`config.mk`:
```
export PLATFORM = sky130hd
export DESIGN_NAME = rank_field_mapper
export DESIGN_NICKNAME = d
export VERILOG_FILES = /design/src/rtl/rfm_pkg.sv /design/src/rtl/bit_gather.sv /design/src/rtl/bank_hash.sv /design/src/rtl/rank_field_mapper.sv
export SDC_FILE = /design/constraint.sdc
export NUM_CORES = 1
export LEC_CHECK = 0
export BUFFER_PORTS_ARGS = -buffer_cell sky130_fd_sc_hd__buf_2
export CAP_MARGIN = 15
export CORE_ASPECT_RATIO = 1.75
export CORE_MARGIN = 4
export CORE_UTILIZATION = 47
export CTS_CLUSTER_DIAMETER = 40
export DETAILED_ROUTE_END_ITERATION = 10
export PLACE_DENSITY = 0.89
export SKIP_LAST_GASP = 1
export SLEW_MARGIN = 20
export SYNTH_ARGS = -nofsm -noshare
export SYNTH_HDL_FRONTEND = slang
export SYNTH_SLANG_ARGS = --single-unit
export TNS_END_PERCENT = 30
```
`constraint.sdc`:
```
create_clock -name clk -period 1.2 [get_ports clk]
set_input_delay 0.06 -clock clk [delete_from_list [all_inputs] [get_ports clk]]
set_output_delay 0.06 -clock clk [all_outputs]
set_load 0.005 [all_outputs]
```
`src/rtl/rfm_pkg.sv`:
```
package rfm_pkg;

    localparam int ADDR_W    = 34;
    localparam int ROW_W     = 18;
    localparam int COL_W     = 13;
    localparam int BANK_W    = 2;
    localparam int POS_W     = $clog2(ADDR_W);
    localparam int ROW_TBL_N = 17;
    localparam int COL_TBL_N = 10;
    localparam int AP_BIT    = 10;
    localparam int ROWCNT_W  = 5;
    localparam int COLCNT_W  = 4;

    typedef logic [POS_W-1:0] pos_t;
    typedef logic [ROW_TBL_N-1:0][POS_W-1:0] row_tbl_t;
    typedef logic [COL_TBL_N-1:0][POS_W-1:0] col_tbl_t;

    // Packed tables: rightmost entry is field bit 0.
    localparam row_tbl_t ROW_CLOSE = {6'd33, 6'd32, 6'd31, 6'd30, 6'd29, 6'd13, 6'd12, 6'd11, 6'd10,
                                      6'd28, 6'd22, 6'd21, 6'd20, 6'd18, 6'd17, 6'd16, 6'd15};
    localparam row_tbl_t ROW_OPEN  = {6'd33, 6'd32, 6'd31, 6'd30, 6'd29, 6'd27, 6'd26, 6'd25, 6'd24,
                                      6'd23, 6'd22, 6'd21, 6'd28, 6'd20, 6'd16, 6'd15, 6'd14};
    localparam col_tbl_t COL_CLOSE = {6'd27, 6'd26, 6'd25, 6'd24, 6'd23, 6'd19, 6'd14, 6'd5, 6'd4, 6'd3};
    localparam col_tbl_t COL_OPEN  = {6'd12, 6'd11, 6'd10, 6'd9, 6'd8, 6'd7, 6'd6, 6'd5, 6'd4, 6'd3};
    localparam col_tbl_t COL_FINE  = {6'd13, 6'd12, 6'd11, 6'd10, 6'd9, 6'd8, 6'd7, 6'd5, 6'd4, 6'd3};

    typedef enum logic {PAGE_OPEN = 1'b0, PAGE_CLOSE = 1'b1} page_mode_e;

    typedef struct packed {
        page_mode_e            mode;
        logic                  xor_en;
        logic                  fine_en;
        logic [ROWCNT_W-1:0]   row_cnt;
        logic [COLCNT_W-1:0]   col_cnt;
    } dimm_cfg_t;

    typedef struct packed {
        logic [ROW_W-1:0]  row;
        logic [COL_W-1:0]  col;
        logic [BANK_W-1:0] bank;
        logic [BANK_W-1:0] bgrp;
    } dram_fields_t;

    // Two-bit field {a[hi], a[lo]}, optionally hashed with {a[xhi], a[xlo]}.
    function automatic logic [1:0] pick_pair(input logic [ADDR_W-1:0] a,
                                             input int lo, input int hi,
                                             input logic hash,
                                             input int xlo, input int xhi);
        logic [1:0] v;
        v = {a[hi], a[lo]};
        if (hash)
            v = v ^ {a[xhi], a[xlo]};
        return v;
    endfunction

endpackage

```
`src/rtl/bit_gather.sv`:
```
module bit_gather
    import rfm_pkg::*;
#(
    parameter int N     = 10,
    parameter int OUT_W = 13,
    parameter int CNT_W = 4
) (
    input  logic [ADDR_W-1:0]         addr,
    input  logic [N-1:0][POS_W-1:0]   pos,
    input  logic [CNT_W-1:0]          count,
    output logic [OUT_W-1:0]          bits
);
    localparam int LIVE = (N < OUT_W) ? N : OUT_W;

    logic [31:0] cnt32;
    assign cnt32 = 32'(count);

    for (genvar i = 0; i < OUT_W; i++) begin : g_bit
        if (i < LIVE) begin : g_live
            assign bits[i] = (cnt32 > 32'(i)) ? addr[pos[i]] : 1'b0;
        end else begin : g_zero
            assign bits[i] = 1'b0;
        end
    end
endmodule

```
`src/rtl/bank_hash.sv`:
```
module bank_hash
    import rfm_pkg::*;
(
    input  logic [ADDR_W-1:0] addr,
    input  page_mode_e        mode,
    input  logic              xor_en,
    input  logic              fine_en,
    output logic [BANK_W-1:0] bank,
    output logic [BANK_W-1:0] bgrp
);
    logic [1:0] bank_close, bgrp_close, bank_open, bgrp_open;
    int         bg_lo;

    always_comb begin
        bg_lo      = fine_en ? 6 : 13;
        bank_close = pick_pair(addr, 8, 9, xor_en, 22, 28);
        bgrp_close = pick_pair(addr, 6, 7, xor_en, 20, 21);
        bank_open  = pick_pair(addr, 18, 19, xor_en, 22, 23);
        bgrp_open  = pick_pair(addr, bg_lo, 17, xor_en, 20, 21);
        if (mode == PAGE_CLOSE) begin
            bank = bank_close;
            bgrp = bgrp_close;
        end else begin
            bank = bank_open;
            bgrp = bgrp_open;
        end
    end
endmodule

```
`src/rtl/rank_field_mapper.sv`:
```
module rank_field_mapper
    import rfm_pkg::*;
(
    input  logic                 clk,
    input  logic                 rst,
    input  logic                 in_valid,
    input  logic [ADDR_W-1:0]    rank_addr,
    input  logic                 close_page,
    input  logic                 bank_xor_en,
    input  logic                 fine_bank_en,
    input  logic [ROWCNT_W-1:0]  row_bits,
    input  logic [COLCNT_W-1:0]  col_bits,
    output logic                 out_valid,
    output logic [ROW_W-1:0]     row,
    output logic [COL_W-1:0]     col,
    output logic [BANK_W-1:0]    bank,
    output logic [BANK_W-1:0]    bank_grp
);
    dimm_cfg_t    cfg;
    row_tbl_t     row_pos;
    col_tbl_t     col_pos;
    logic [ROW_W-1:0]  row_raw;
    logic [COL_W-1:0]  col_raw;
    logic [BANK_W-1:0] bank_d, bgrp_d;
    dram_fields_t next_f, cur_f;
    logic         vld_q;

    always_comb begin
        cfg.mode    = close_page ? PAGE_CLOSE : PAGE_OPEN;
        cfg.xor_en  = bank_xor_en;
        cfg.fine_en = fine_bank_en;
        cfg.row_cnt = row_bits;
        cfg.col_cnt = col_bits;
    end

    always_comb begin
        if (cfg.mode == PAGE_CLOSE) begin
            row_pos = ROW_CLOSE;
            col_pos = COL_CLOSE;
        end else begin
            row_pos = ROW_OPEN;
            col_pos = cfg.fine_en ? COL_FINE : COL_OPEN;
        end
    end

    bit_gather #(.N(ROW_TBL_N), .OUT_W(ROW_W), .CNT_W(ROWCNT_W)) u_row (
        .addr (rank_addr),
        .pos  (row_pos),
        .count(cfg.row_cnt),
        .bits (row_raw)
    );

    bit_gather #(.N(COL_TBL_N), .OUT_W(COL_W), .CNT_W(COLCNT_W)) u_col (
        .addr (rank_addr),
        .pos  (col_pos),
        .count(cfg.col_cnt),
        .bits (col_raw)
    );

    bank_hash u_bank (
        .addr   (rank_addr),
        .mode   (cfg.mode),
        .xor_en (cfg.xor_en),
        .fine_en(cfg.fine_en),
        .bank   (bank_d),
        .bgrp   (bgrp_d)
    );

    always_comb begin
        next_f.row  = row_raw;
        next_f.col  = col_raw;
        if (cfg.mode == PAGE_CLOSE)
            next_f.col[AP_BIT] = 1'b1;
        next_f.bank = bank_d;
        next_f.bgrp = bgrp_d;
    end

    always_ff @(posedge clk) begin
        if (rst) begin
            vld_q <= 1'b0;
            cur_f <= '0;
        end else begin
            vld_q <= in_valid;
            if (in_valid)
                cur_f <= next_f;
        end
    end

    assign out_valid = vld_q;
    assign row       = cur_f.row;
    assign col       = cur_f.col;
    assign bank      = cur_f.bank;
    assign bank_grp  = cur_f.bgrp;

    // strobe timing
    assert_valid_follows_R10: assert property (@(posedge clk) disable iff (rst)
        in_valid |=> out_valid);
    assert_no_stray_valid_R10: assert property (@(posedge clk) disable iff (rst)
        !in_valid |=> !out_valid);

    // fields hold without a strobe
    assert_hold_fields_R11: assert property (@(posedge clk) disable iff (rst)
        !in_valid |=> ($stable(row) && $stable(col) && $stable(bank) && $stable(bank_grp)));

    // trimming to the configured geometry
    assert_row_trim_R6: assert property (@(posedge clk) disable iff (rst)
        in_valid |=> ((row >> $past(row_bits)) == '0));
    assert_col_trim_R6: assert property (@(posedge clk) disable iff (rst)
        (in_valid && !close_page) |=> ((col >> $past(col_bits)) == '0));

    // auto-precharge flag in close-page mode
    assert_ap_flag_R3: assert property (@(posedge clk) disable iff (rst)
        (in_valid && close_page) |=> col[AP_BIT]);
endmodule

```
# Word level (Yosys, flattened, before mapping)
# Index checks and enable logic that the tools add are counted.
# classes
addsub,0
mul,0
n_div,0
order_cmp,55
n_eq_ne,0
shift,0
muxes,96
n_bitwise,4
reduce_logical,0
# op_table
operator,n
binary-select mux 1 bit (select 6 bit),28
"< comparator 6 x 7 -> 1 bit, second input constant",20
two-way mux 71 bit,1
two-way mux 59 bit,1
two-way mux 1 bit,58
two-way mux 55 bit,1
"> comparator 5 x 4 -> 1 bit, second input constant",8
"< comparator 32 x 8 -> 1 bit, second input constant",1
"< comparator 5 x 7 -> 1 bit, both inputs constant",3
"> comparator 5 x 3 -> 1 bit, second input constant",4
"> comparator 4 x 3 -> 1 bit, second input constant",4
"< comparator 5 x 7 -> 1 bit, second input constant",2
"< comparator 6 x 7 -> 1 bit, both inputs constant",2
two-way mux 2 bit,6
"> comparator 5 x 1 -> 1 bit, second input constant",2
"> comparator 5 x 2 -> 1 bit, second input constant",2
"> comparator 4 x 1 -> 1 bit, second input constant",2
"> comparator 4 x 2 -> 1 bit, second input constant",2
"> comparator 4 bit, second input constant",2
XOR 2 bit,4
"> comparator 5 bit, second input constant",1
two-way mux 4 bit,1
# word_totals
reg_bits,33
latch_bits,0
mem_bits_rw,0
mem_bits_ro,0
inputBits,49
elab_cells,160
n_memories,0

# Depth between registers and ports, before layout
# depth
depth_word,7
ltp_mapped,5
depth_no_buf,4

# By module
# Synthesis repeated with hierarchy kept, for this count alone.
# unflattened
cells_unflattened,974
area_unflattened_um2,10109.7
# modules_own_cells
module,n_inst,cells_each,area_each_um2,seq_area_each_um2
bit_gather (u_row),1,509,5415.2,0.0
bit_gather (u_col),1,324,3234.4,0.0
rank_field_mapper,1,123,1330.0,720.7
bank_hash,1,18,130.1,0.0

# Least setup slack after synthesis
# Ideal clock, no wire load.
# synth_timing
path_kind,input to register
from,input port row_bits[3]
to,"register cur_f, in the netlist row[1]"
arrival_ps,870
required_time_ps,1068
slack_ps,198
stages,5
n_path_buf,2
path_cell_list,buf_2 > or2_0 > clkbuf_1 > o311ai_1 > a21oi_1
# synth_via
elab_chain_len,2
# synth_lines
element,line_no,rtl
from (decl),rank_field_mapper.sv:11,"input logic [ROWCNT_W-1:0] row_bits,"
> comparator 5 x 1 -> 1 bit,bit_gather.sv:20,assign bits[i] = (cnt32 > 32'(i)) ? addr[pos[i]] : 1'b0;
two-way mux 1 bit,bit_gather.sv:20,
to (signal assigned),rank_field_mapper.sv:85,cur_f <= next_f;
to (decl),rank_field_mapper.sv:25,"dram_fields_t next_f, cur_f;"
# No other way between the ends.
# A chain may end at the register's enable or synchronous reset.

# Worst setup path in the final report
# layout_timing
from,input port close_page
to,"register cur_f, in the netlist bank[1]"
# layout_via
elab_chain_len,2
# layout_lines
element,line_no,rtl
from (decl),rank_field_mapper.sv:8,"input logic close_page,"
two-way mux 1 bit,rank_field_mapper.sv:29,cfg.mode = close_page ? PAGE_CLOSE : PAGE_OPEN;
two-way mux 2 bit,bank_hash.sv:20,if (mode == PAGE_CLOSE) begin
# No other way between the ends.

==> impl_metrics.ini <==
[status]
status = finished, final reports clean

[floorplanning]
core_um2 = 3700
start_util_pct = 49.9
fp-row-count = 29
io-pin-count = 85
die_w_um = 55.4
die_area_um2 = 5040
die_h_um = 90.9

[clock_network]
path_clk_slew_ps = 70
cts_tree = yes
clock_latency_ps = 280
cts_resized = 0
cts.sinks = 33
clockBufferDepth = 2
cts_buffers = 5
ctsHoldBuffers = 0
htreeDepth = 2
cts_setup_buffers = 0
cts_root_buffer = clkbuf_8

[synthesis]
synth_simple_gate_area_share_pct = 18.4
synthMuxAreaShare_pct = 10.4
yosys.area.top_type = dfxtp_1
synth_ff_type = dfxtp_1
netlist_instances = 206
yosysWarningCount = 0
syn_avg_cell_area_um2 = 8.96
async_flop_share_pct = 0
synth-compound-area-share_pct = 27.4
synth_fa_ha_area_share_pct = 0
syn-cell-area_um2 = 1850
synth_edf_count = 0
ys_types = 49
ys_seq_area_share_pct = 35.8
synth_top_cell_area_share_pct = 35.8
synthXorXnorAreaFrac_pct = 0.949
synth_top_family_by_area = compound AO/OA/AOI/OAI gates
synthTopCellsByArea = dfxtp_1 36%, nand2b_1 8.5%, mux2_2 6.1%
synth_seq_cells = 33

[critical_path]
worstPathCellList = buf_2 > clkinv_1 > o311ai_0 > a211oi_1
cp_slowest_cell = o311ai_0
max_stage_delay_ps = 420
path_max_fanout = 11
startpoint_type = input pin
cp-end-kind = flop
worstSetupPathType = input pin to flop
arrival_ps = 1100
crit_required_ps = 1360

[timing]
fmax_ghz = 1.06
whs_ps = 16.8
finalHoldViolCount = 0
skew_ps = 0
min_period_ps = 939
finalMaxSlewViolations = 0
finalCritPeriodShare_pct = 78.3
rsz0062_at_grt = false
setup_viol = 0

[cells_and_area]
antenna_cells = 0
final_cell_mix = 78 x buf_2, 33 x dfxtp_1, 25 x nand2b_1, 21 x a21oi_1, 10 x mux2_2
finalNetCount = 332
drive_gt1_share_pct = 39.9
fin_util_pct = 64.3
fin_area_um2 = 2380
fin_cells = 329
mostFrequentLayoutCell = buf_2
area_growth_pct = 28.9

[pwr]
p_switching_w = 0.000686
p_per_area_nw_per_um2 = 1080
sw_frac_of_total_pct = 26.7
p_int_w = 0.00188
total_power_w = 0.00257
p_seq_share_pct = 46.2
leakage_nw = 1.09
p_clk_share_pct = 32.7
power_frac_comb_pct = 21.1
vdd_drop_max_mv = 0.835

[route]
first_iter_violations = 58
vias_per_cell = 5.78
drt-total-wl_um = 5420
drc = 0
antenna_left = 0
vias = 1900
wl_per_cell_um = 16.5
first_pass_iters = 4

[place]
postPlaceCellArea_um2 = 2290
portBuffers = 78
dp_hpwl_um = 4070
dp_cells = 322
gp_congestion = 0.880

[grt]
grt_first_pass_wirelength_um = 8660
grt_pass1_vias = 1934
grt_usage_pct = 21.3
overflow = 0
antenna_found_initial = 0
grt_max_degree = 48

[job]
drv_cap = 0

[worst_hold_path]
hold_path_class = input pin to flop
[cell usage after synthesis (2+ instances only)]
library cell  instances
a211o_1               4
a211oi_1              3
a21o_1                4
a21oi_1              21
and3_1                3
buf_2                 6
buf_4                 6
clkbuf_1              7
dfxtp_1              33
mux2_2               10
mux2i_1               8
nand2_1               8
nand2b_1             25
nand3_1               5
nor2_1                3
nor2b_1               5
o2111ai_1             3
o211a_1               2
o211ai_1              7
o21a_1                2
o21ai_0               5
o22ai_1               2
o311ai_0              3
o31ai_1               3
o32ai_1               3
xnor2_1               2
[sequential cells by signal, summed over array words and instances, names as in the netlist]
register / flops
row: 17
bank: 2
col: 11
out_valid: 1
bank_grp: 2
[metal layers]
metal	vias to the layer above	GRT usage, %	wire length, µm
met3	19	6.15	339
li1	903	-	-
met2	75	38.1	2810
met4	0	14.2	224
met5	-	0	0
met1	903	20.7	2060
[power by group through the flow]
| stage | combinational, W | sequential (W) | clock (W) |
|---|---|---|---|
| final | 0.000542 | 0.00119 | 0.000838 |
| after global routing | 0.000588 | 0.00119 | 0.000904 |
| after CTS | 0.000540 | 0.00119 | 0.000848 |
| after detailed placement | 0.000532 | 0.00121 | 0 |
| after global placement | 0.000523 | 0.00121 | 0 |
| after floorplan | 0.000294 | 0.00122 | 0 |
[metrics by stage]
step | setup TNS (ps) | setup slack, ps
floorplan | 0 | 198
global placement | 0 | 44.4
detailed placement | -12.3 | -12.3
CTS | 0 | 273
global route | 0 | 155
finish | 0 | 261
[kinds of logic (layout without fill, tap and decap cells)]
family          Yosys count  in the layout
compound gates           70             70
buf+inv                  24             99
flops                    33             33
xor+xnor                  2              2
other cells               1              3
simple gates             58             58
mux                      18             18
[worst paths after layout]
check        depth (start not counted)  slack (ps)                  endpoint                      from
min                                  2          20      row[14]$_SDFFE_PP0P_             rank_addr[31]
min reg2reg                          2         440      row[16]$_SDFFE_PP0P_      row[16]$_SDFFE_PP0P_
max reg2reg                          2         340  bank_grp[0]$_SDFFE_PP0P_  bank_grp[0]$_SDFFE_PP0P_
max                                  4         260      bank[1]$_SDFFE_PP0P_                close_page
[layout make-up]
| cell class | count | area, µm² |
|---|---|---|
| Multi-Input combinational cell | 151 | 1070 |
| Timing Repair Buffer | 89 | 498 |
| Fill cell | 326 | 1320 |
| Clock buffer | 7 | 86.3 |
| Tap cell | 46 | 57.6 |
| Sequential cell | 33 | 661 |
| Inverter | 3 | 11.3 |
[critical path: cells and delay by family]
| family | cells | cell delay, ps |
|---|---|---|
| compound gates | 2 | 540 |
| buf+inv | 2 | 490 |
No activity file was read; power rests on OpenSTA's default activity.
